**config.mk**
```make
export PLATFORM = sky130hd
export DESIGN_NAME = wdefer_buf
export DESIGN_NICKNAME = d
export VERILOG_FILES = /design/src/rtl/wdb_pkg.sv /design/src/rtl/wdb_store.sv /design/src/rtl/wdb_arb.sv /design/src/rtl/wdefer_buf.sv
export SDC_FILE = /design/constraint.sdc
export NUM_CORES = 2
export LEC_CHECK = 0
export BUFFER_PORTS_ARGS = -buffer_cell sky130_fd_sc_hd__buf_4
export CORE_MARGIN = 3
export CORE_UTILIZATION = 41
export CTS_BUF_LIST = sky130_fd_sc_hd__clkbuf_4 sky130_fd_sc_hd__clkbuf_8
export DETAILED_ROUTE_END_ITERATION = 10
export PLACE_DENSITY_LB_ADDON = 0.15
export SYNTH_ARGS = -nofsm -noshare
export SYNTH_HDL_FRONTEND = slang
export SYNTH_SLANG_ARGS = --single-unit
```
**constraint.sdc**
```tcl
create_clock -name clk -period 10.65 [get_ports clk]
set_clock_uncertainty 0.1 [all_clocks]
set_input_delay 2.13 -clock clk [delete_from_list [all_inputs] [get_ports clk]]
set_output_delay 2.13 -clock clk [all_outputs]
set_load 0.05 [all_outputs]
```
**src/rtl/wdb_pkg.sv**
```systemverilog
package wdb_pkg;
    parameter int ADDR_W = 16;
    parameter int DATA_W = 32;

    typedef enum logic [1:0] {
        SEL_NONE  = 2'd0,
        SEL_READ  = 2'd1,
        SEL_WRITE = 2'd2
    } cmd_sel_e;

    typedef struct packed {
        logic              vld;
        logic [ADDR_W-1:0] addr;
        logic [DATA_W-1:0] data;
    } wentry_t;
endpackage

```
**src/rtl/wdb_store.sv**
```systemverilog
module wdb_store
    import wdb_pkg::*;
#(
    parameter int DEPTH = 8,
    localparam int PW = $clog2(DEPTH),
    localparam int CW = $clog2(DEPTH + 1)
) (
    input  logic              clk,
    input  logic              rst,
    input  logic              push_en,
    input  logic [ADDR_W-1:0] push_addr,
    input  logic [DATA_W-1:0] push_data,
    input  logic              pop_en,
    input  logic [ADDR_W-1:0] look_addr,
    output logic              look_hit,
    output logic [DATA_W-1:0] look_data,
    output logic [ADDR_W-1:0] head_addr,
    output logic [DATA_W-1:0] head_data,
    output logic [CW-1:0]     count
);
    wentry_t        ent_q [DEPTH];
    logic [PW-1:0]  head_q, tail_q;
    logic [CW-1:0]  cnt_q;
    logic           mrg_hit;
    logic [PW-1:0]  mrg_idx;
    logic           new_alloc;

    // age-ordered scan: a later (younger) match overrides an earlier one
    always_comb begin
        logic [PW-1:0] idx;
        look_hit  = 1'b0;
        look_data = '0;
        for (int k = 0; k < DEPTH; k++) begin
            idx = head_q + PW'(k);
            if (ent_q[idx].vld && ent_q[idx].addr == look_addr) begin
                look_hit  = 1'b1;
                look_data = ent_q[idx].data;
            end
        end
    end

    // coalescing target; an entry leaving this cycle cannot absorb the write
    always_comb begin
        mrg_hit = 1'b0;
        mrg_idx = '0;
        for (int i = 0; i < DEPTH; i++) begin
            if (ent_q[i].vld && ent_q[i].addr == push_addr &&
                !(pop_en && PW'(i) == head_q)) begin
                mrg_hit = 1'b1;
                mrg_idx = PW'(i);
            end
        end
    end

    assign new_alloc = push_en && !mrg_hit;

    always_ff @(posedge clk) begin
        if (rst) begin
            for (int i = 0; i < DEPTH; i++) ent_q[i] <= '0;
            head_q <= '0;
            tail_q <= '0;
            cnt_q  <= '0;
        end else begin
            if (pop_en) begin
                ent_q[head_q].vld <= 1'b0;
                head_q <= head_q + 1'b1;
            end
            if (push_en && mrg_hit)
                ent_q[mrg_idx].data <= push_data;
            if (new_alloc) begin
                ent_q[tail_q] <= '{vld: 1'b1, addr: push_addr, data: push_data};
                tail_q <= tail_q + 1'b1;
            end
            cnt_q <= cnt_q + CW'(new_alloc) - CW'(pop_en);
        end
    end

    assign head_addr = ent_q[head_q].addr;
    assign head_data = ent_q[head_q].data;
    assign count     = cnt_q;


    no_overflow_chk: assert property (@(posedge clk) disable iff (rst)
        cnt_q <= CW'(DEPTH));

    alloc_room_chk: assert property (@(posedge clk) disable iff (rst)
        new_alloc |-> cnt_q < CW'(DEPTH));

    pop_nonempty_chk: assert property (@(posedge clk) disable iff (rst)
        pop_en |-> ent_q[head_q].vld);
endmodule

```
**src/rtl/wdb_arb.sv**
```systemverilog
module wdb_arb
    import wdb_pkg::*;
#(
    parameter int CW        = 4,
    parameter int DRAIN_THR = 6
) (
    input  logic          rd_valid,
    input  logic          rd_hit,
    input  logic [CW-1:0] count,
    input  logic          cmd_ready,
    output cmd_sel_e      sel,
    output logic          rd_take,
    output logic          pop
);
    logic drain_force;

    assign drain_force = count >= CW'(DRAIN_THR);

    always_comb begin
        sel = SEL_NONE;
        if (drain_force)
            sel = SEL_WRITE;
        else if (rd_valid && !rd_hit)
            sel = SEL_READ;
        else if (count != '0)
            sel = SEL_WRITE;
    end

    assign rd_take = rd_hit || (sel == SEL_READ && cmd_ready);
    assign pop     = (sel == SEL_WRITE) && cmd_ready;
endmodule

```
**src/rtl/wdefer_buf.sv**
```systemverilog
module wdefer_buf
    import wdb_pkg::*;
#(
    parameter int DEPTH     = 8,
    parameter int DRAIN_THR = 6,
    localparam int CW = $clog2(DEPTH + 1)
) (
    input  logic              clk,
    input  logic              rst,
    input  logic              rd_valid,
    output logic              rd_ready,
    input  logic [ADDR_W-1:0] rd_addr,
    input  logic              wr_valid,
    output logic              wr_ready,
    input  logic [ADDR_W-1:0] wr_addr,
    input  logic [DATA_W-1:0] wr_data,
    output logic              cmd_valid,
    input  logic              cmd_ready,
    output logic              cmd_we,
    output logic [ADDR_W-1:0] cmd_addr,
    output logic [DATA_W-1:0] cmd_data,
    output logic              rsp_valid,
    output logic [DATA_W-1:0] rsp_data
);
    logic              push_en, pop_en, rd_hit;
    logic [DATA_W-1:0] hit_data, head_data;
    logic [ADDR_W-1:0] head_addr;
    logic [CW-1:0]     cnt;
    cmd_sel_e          sel;
    logic              rsp_valid_q;
    logic [DATA_W-1:0] rsp_data_q;

    assign wr_ready = cnt < CW'(DEPTH);
    assign push_en  = wr_valid && wr_ready;

    wdb_store #(.DEPTH(DEPTH)) u_store (
        .clk       (clk),
        .rst       (rst),
        .push_en   (push_en),
        .push_addr (wr_addr),
        .push_data (wr_data),
        .pop_en    (pop_en),
        .look_addr (rd_addr),
        .look_hit  (rd_hit),
        .look_data (hit_data),
        .head_addr (head_addr),
        .head_data (head_data),
        .count     (cnt)
    );

    wdb_arb #(.CW(CW), .DRAIN_THR(DRAIN_THR)) u_arb (
        .rd_valid  (rd_valid),
        .rd_hit    (rd_hit),
        .count     (cnt),
        .cmd_ready (cmd_ready),
        .sel       (sel),
        .rd_take   (rd_ready),
        .pop       (pop_en)
    );

    assign cmd_valid = sel != SEL_NONE;
    assign cmd_we    = sel == SEL_WRITE;
    assign cmd_addr  = (sel == SEL_WRITE) ? head_addr : rd_addr;
    assign cmd_data  = (sel == SEL_WRITE) ? head_data : '0;

    // store contents are read before this cycle's write lands
    always_ff @(posedge clk) begin
        if (rst) begin
            rsp_valid_q <= 1'b0;
            rsp_data_q  <= '0;
        end else begin
            rsp_valid_q <= rd_valid && rd_hit;
            rsp_data_q  <= hit_data;
        end
    end

    assign rsp_valid = rsp_valid_q;
    assign rsp_data  = rsp_data_q;


    hit_resp_chk: assert property (@(posedge clk) disable iff (rst)
        rd_valid && rd_hit |=> rsp_valid);

    hit_no_rdcmd_chk: assert property (@(posedge clk) disable iff (rst)
        rd_valid && rd_hit |-> !(cmd_valid && !cmd_we));

    miss_issue_chk: assert property (@(posedge clk) disable iff (rst)
        rd_valid && !rd_hit && cnt < CW'(DRAIN_THR)
        |-> cmd_valid && !cmd_we && cmd_addr == rd_addr);

    thr_drain_chk: assert property (@(posedge clk) disable iff (rst)
        cnt >= CW'(DRAIN_THR) |-> cmd_valid && cmd_we && !(rd_valid && !rd_hit && rd_ready));

    wr_hold_chk: assert property (@(posedge clk) disable iff (rst)
        $past(cnt == '0) && cnt == '0 |-> !(cmd_valid && cmd_we));
endmodule

```
# After elaboration in Yosys (flattened, before gate mapping)
# Memory sizes are Yosys's and may differ from the RTL's. A register that Yosys moved wholly into a read port is not among the register bits.
# Cells that the tools add are included.
# totals
ff_bits	43
ramBits	392
inputBits	69
out_inout_bits	85
mem_count	1
# op_classes
add_sub_neg	10
order_cmp	2
n_eq_ne	25
muxes	58
reduce_logical	56
# mem_list
memory	depth	width	rd	rd_ports_with_merged_regs	wr	line_no	text
u_store.ent_q	8	49	16	1	8	wdb_store.sv:21	wentry_t ent_q [DEPTH];
# op_table
cell	count
$mux 32	9
$eq 16x16->1	16
$mux 49	3
$reduce_or 49->1	3
$logic_and 1x1->1	39
$mux 1	28
$mux 3	9
$mux 16	1
$mux 2	8
$add 3x3->3 const B	4
$eq 3x3->1 const A	4
$logic_not 1->1	10
$add 3x1->3 const B	2
$add 3x2->3 const B	2
$eq 2x3->1 const A	2
$add 4x1->4	1
$ge 4x3->1 const B	1
$lt 4x4->1 const B	1
$reduce_bool 4->1	1
$sub 4x1->4	1
$eq 1x3->1 const A	1
$logic_not 3->1	1
$eq 2x1->1 const B	1
$eq 2x2->1 const B	1
other kinds (2)	2

# Longest topological paths before layout
# An unclocked memory read counts as a cell.
# depth
word_depth	35
depth_mapped	27
mapped_depth_nobuf	18

# Cells and area by module
# From an unflattened synthesis, not the netlist that was laid out.
# hier_totals
cells_unflattened	3485
hier_area_um2	41004.3
# by_module_without_submodules
module	instances	cells_per_inst	area_per_inst_um2	seq_area_each_um2
wdb_store	1	3350	39593.0	12031.5
wdefer_buf	1	127	1340.0	660.6
wdb_arb	1	8	71.3	0.0

# Least setup slack after synthesis
# No wires, ideal clock.
# synth_timing
path_kind	register to register
from	register u_store.head_q[2]
to	memory u_store.ent_q[2][0] (netlist bit) (enable)
t_arrival_ns	7.927
t_required_ns	10.080
slack_ns	2.153
path_stages_with_launch	24
path_buffers	10
cell_sequence	dfxtp_1 -> buf_2 -> inv_1 -> clkbuf_1 -> clkbuf_1 -> clkbuf_1 -> ha_1 -> buf_4 -> buf_2 -> clkbuf_1 -> buf_2 -> mux4_2 -> mux2i_1 -> xnor2_1 -> nor4_1 -> nand4_1 -> and4_4 -> buf_6 -> a31oi_1 -> o22a_2 -> nand4_4 -> mux2_4 -> clkbuf_1 -> o31ai_1
# synth_rtl
item	line_no	text
start: declaration	wdb_store.sv:22	logic [PW-1:0] head_q, tail_q;
start signal: assignment	wdb_store.sv:66	head_q <= head_q + 1'b1;
end: declaration	wdb_store.sv:21	

# Worst setup path in the final report
# layout_timing
from	register u_store.head_q[2]
to	output port cmd_addr[12]
# layout_between
elab_chain_cells	17
# layout_lines
item	line_no	text
$add 3x1->3	wdb_store.sv:34	idx = head_q + PW'(k);
$mem_v2 8x49 *	n/a	
$eq 16x16->1	wdb_store.sv:35	if (ent_q[idx].vld && ent_q[idx].addr == look_addr) begin
$logic_and 1x1->1	wdb_store.sv:35	
$mux 1 (6 in a row)	wdb_store.sv:35	
$mux 1 *	wdb_store.sv:35	
$logic_not 1->1 *	wdb_arb.sv:23	else if (rd_valid && !rd_hit)
$logic_and 1x1->1 *	wdb_arb.sv:23	
$mux 2 *	wdb_arb.sv:23	
$mux 2 *	wdb_arb.sv:21	if (drain_force)
$eq 2x2->1 *	wdefer_buf.sv:63	assign cmd_addr = (sel == SEL_WRITE) ? head_addr : rd_addr;
$mux 16 *	wdefer_buf.sv:63	
end: declaration	wdefer_buf.sv:20	output logic [ADDR_W-1:0] cmd_addr,
# Mark *: on every way between the ends. The rest lies on a longest branch, timed or not.

==> metrics.txt <==
RSZ-0062 raised after global routing false; post_cts resized 0; TritonCTS clock tree yes; post-route clock period utilization 0.891; GRT Total Usage 0.303; setup TNS 0 ps; max-cap violations 0; root buf cell clkbuf_8; clock latency on the worst-skew pair 720 ps; Final Hold Violating Endpoints 0; Cell Pwr Density 203 nW/um2; clock sinks between 400 and 500; placed cell count roughly 4500; Clk pin slew, worst setup/hold paths roughly 50 ps; Syn. warnings 0; Worst-Margin Slew 1220 ps; post-route ant nets 0; DIE WIDTH 320 um; cells on worst reg2reg path 17; nature of the critical path startpoint flop; Non-Filler Instances 4629; Max IR drop VDD 0.000132 V; Seq/Total Area, Yosys 0.314; Final Max Tran Viols 0; Layout Cell Area excl Fill about 44000 um2; total CTS buffers 84; via count 33400; # hold bufs at CTS 0; Post-CTS Setup Inserts 0; DIE HEIGHT roughly 320 um; commonest non-fill, non-tap cells in the layout mux4_2, edfxtp_1, mux2i_1; synth unique cells 70; register area 12700 um2; via/cell ratio 7.22; first-pass GRT wire length ~230 mm; Main synth FF type edfxtp_1; Die ar. 102000 um2; Tmin final between 9000 and 10000 ps; Slew HR 0.185; fraction of layout cells with a size suffix above 1 0.320; Worst Path Max Fanout 64; initial antenna violation count 9; Ports 154; CP endpoint kind primary output; Total Power between 8 and 9 mW; post-synthesis cell count roughly 3400; Crit path arrival time 7260 ps; Clock Path Buffers 3; fraction of registers with async set/reset 0; Pleak ~15 nW; multi-input logic area approximately 26000 um2; row count 114; Core Box Area a little under 100000 um2; post-DR wirelength/cell 34.3 um; Seq cells post-synth 438; Initial Util 0.416; Fillers 8789; syn nets between 3000 and 4000; status finished clean; Syn Std Cell Area 40400 um2; CP required 8420 ps; placed inst area 42400 um2; pin count of the biggest net entering global routing approximately 150; R2R setup slack 1930 ps; number of synthesized flops with an enable pin around 390; min-delay worst type flop to flop; vias in the first global route 33500; Crit Path Class flop to primary output; Max Clk Rate 0.105 GHz; Mean Syn Cell Area between 10 and 15 um2; # nets final approximately 3400; HPWL after DPL 99.6 mm; PortBufs roughly 150; Overflow after GRT 0; synth-to-layout area growth 9.68%; final wirelength 159 mm; H-Tree Depth 3; DR DRC count 0; commonest non-fill, non-tap cell in the layout mux4_2; initial detailed-routing violation count 3844; Placer Congestion 0.961; total iterations of the first detailed-routing run 6; endpoints failing setup 0; hold depth 2
-- Yosys cell counts, drive strengths merged (7+ instances only) --
library cell / number / area [um2]
inv: 64 / 240
a221oi: 7 / 61.3
a21o: 34 / 255
ha: 20 / 250
and3b: 32 / 280
nand2: 245 / 920
clkbuf: 212 / 796
edfxtp: 392 / 11800
nor3: 107 / 536
o22ai: 19 / 119
a22oi: 34 / 255
and3: 8 / 50.1
xor2: 47 / 419
mux2i: 319 / 3190
mux4: 520 / 11700
dfxtp: 46 / 921
o311ai: 33 / 297
nor2: 104 / 390
a211oi: 34 / 255
a31oi: 16 / 100
o21ai: 96 / 480
nand2b: 10 / 62.6
nor4: 313 / 2460
nand4: 41 / 272
o31ai: 13 / 97.6
a21oi: 50 / 250
mux2: 44 / 499
buf: 193 / 950
xnor2: 212 / 1860
nand3: 34 / 170
-- final timing paths --
path / from / end
setup reg to reg: u_store.head_q[2] / u_store.ent_q[1][29]
hold reg to reg: u_store.tail_q[1] / u_store.tail_q[1]
hold / removal: u_store.tail_q[1] / u_store.tail_q[1]
setup / recovery: u_store.head_q[2] / cmd_addr[12]
-- layer usage --
metal | vias to the layer above | GRT usage | part of all wire | wire [um]
met1 | 17100 | 0.397 | 0.38 | 60600
met5 | - | 0 | 0 | 0
met2 | 2347 | 0.472 | 0.46 | 72900
li1 | 13500 | - | - | -
met3 | 466 | 0.0763 | 0.11 | 17200
met4 | 0 | 0.146 | 0.050 | 7860
-- cells by family after synthesis --
family,share of synthesized area
compound gates,0.0611
mux,0.381
flops,0.314
xor+xnor,0.0563
fa+ha+maj,0.00668
simple gates,0.132
buf+inv,0.0492
-- worst max-delay path, cell delays in order, from the launching register on --
cell and delay (ps):
dfxtp_2 940, inv_2 520, ha_4 1040, buf_4 640
mux4_2 570, mux2i_1 180, xor2_1 180, nand2_1 70
nor4_1 330, or3b_1 390, and4_4 260, nand3_1 170
nand2_4 500, o21ai_0 410, buf_4 250
-- through the flow --
step,hold WS [ps],setup WS (ps),util
2_1_floorplan,368,2150,-
3_3_place_gp,404,2020,0.436
3_5_place_dp,419,1940,0.436
4_1_cts,426,1170,0.456
5_1_grt,456,874,0.456
6_report,427,1160,0.456
-- cell type report --
class                   instances  share of cell area
multi-input cells            2453               0.588
flip-flops and latches        438               0.287
repair buffers                230              0.0403
well taps                    1276              0.0360
clock buffers                 116              0.0326
clock inverters                38             0.00999
inverters                      65             0.00550
diodes                         13            0.000734
-- state kept, by name (all words and copies together) (netlist names), named ones only --
| name | count |
|---|---|
| u_store.ent_q | 392 |
| u_store.tail_q | 3 |
| u_store.count | 4 |
| rsp_data | 32 |
| u_store.head_q | 3 |
| rsp_valid | 1 |
-- power breakdown --
| part | internal (mW) | leakage, nW | switching, mW |
|---|---|---|---|
| Combinational | 2.04 | 9.33 | 2.78 |
| Sequential | 1.98 | 4.43 | 0.291 |
| Clock | 1.10 | 0.978 | 0.796 |
| Total | 5.12 | 14.7 | 3.86 |
Power figures use the tool's default switching activity.
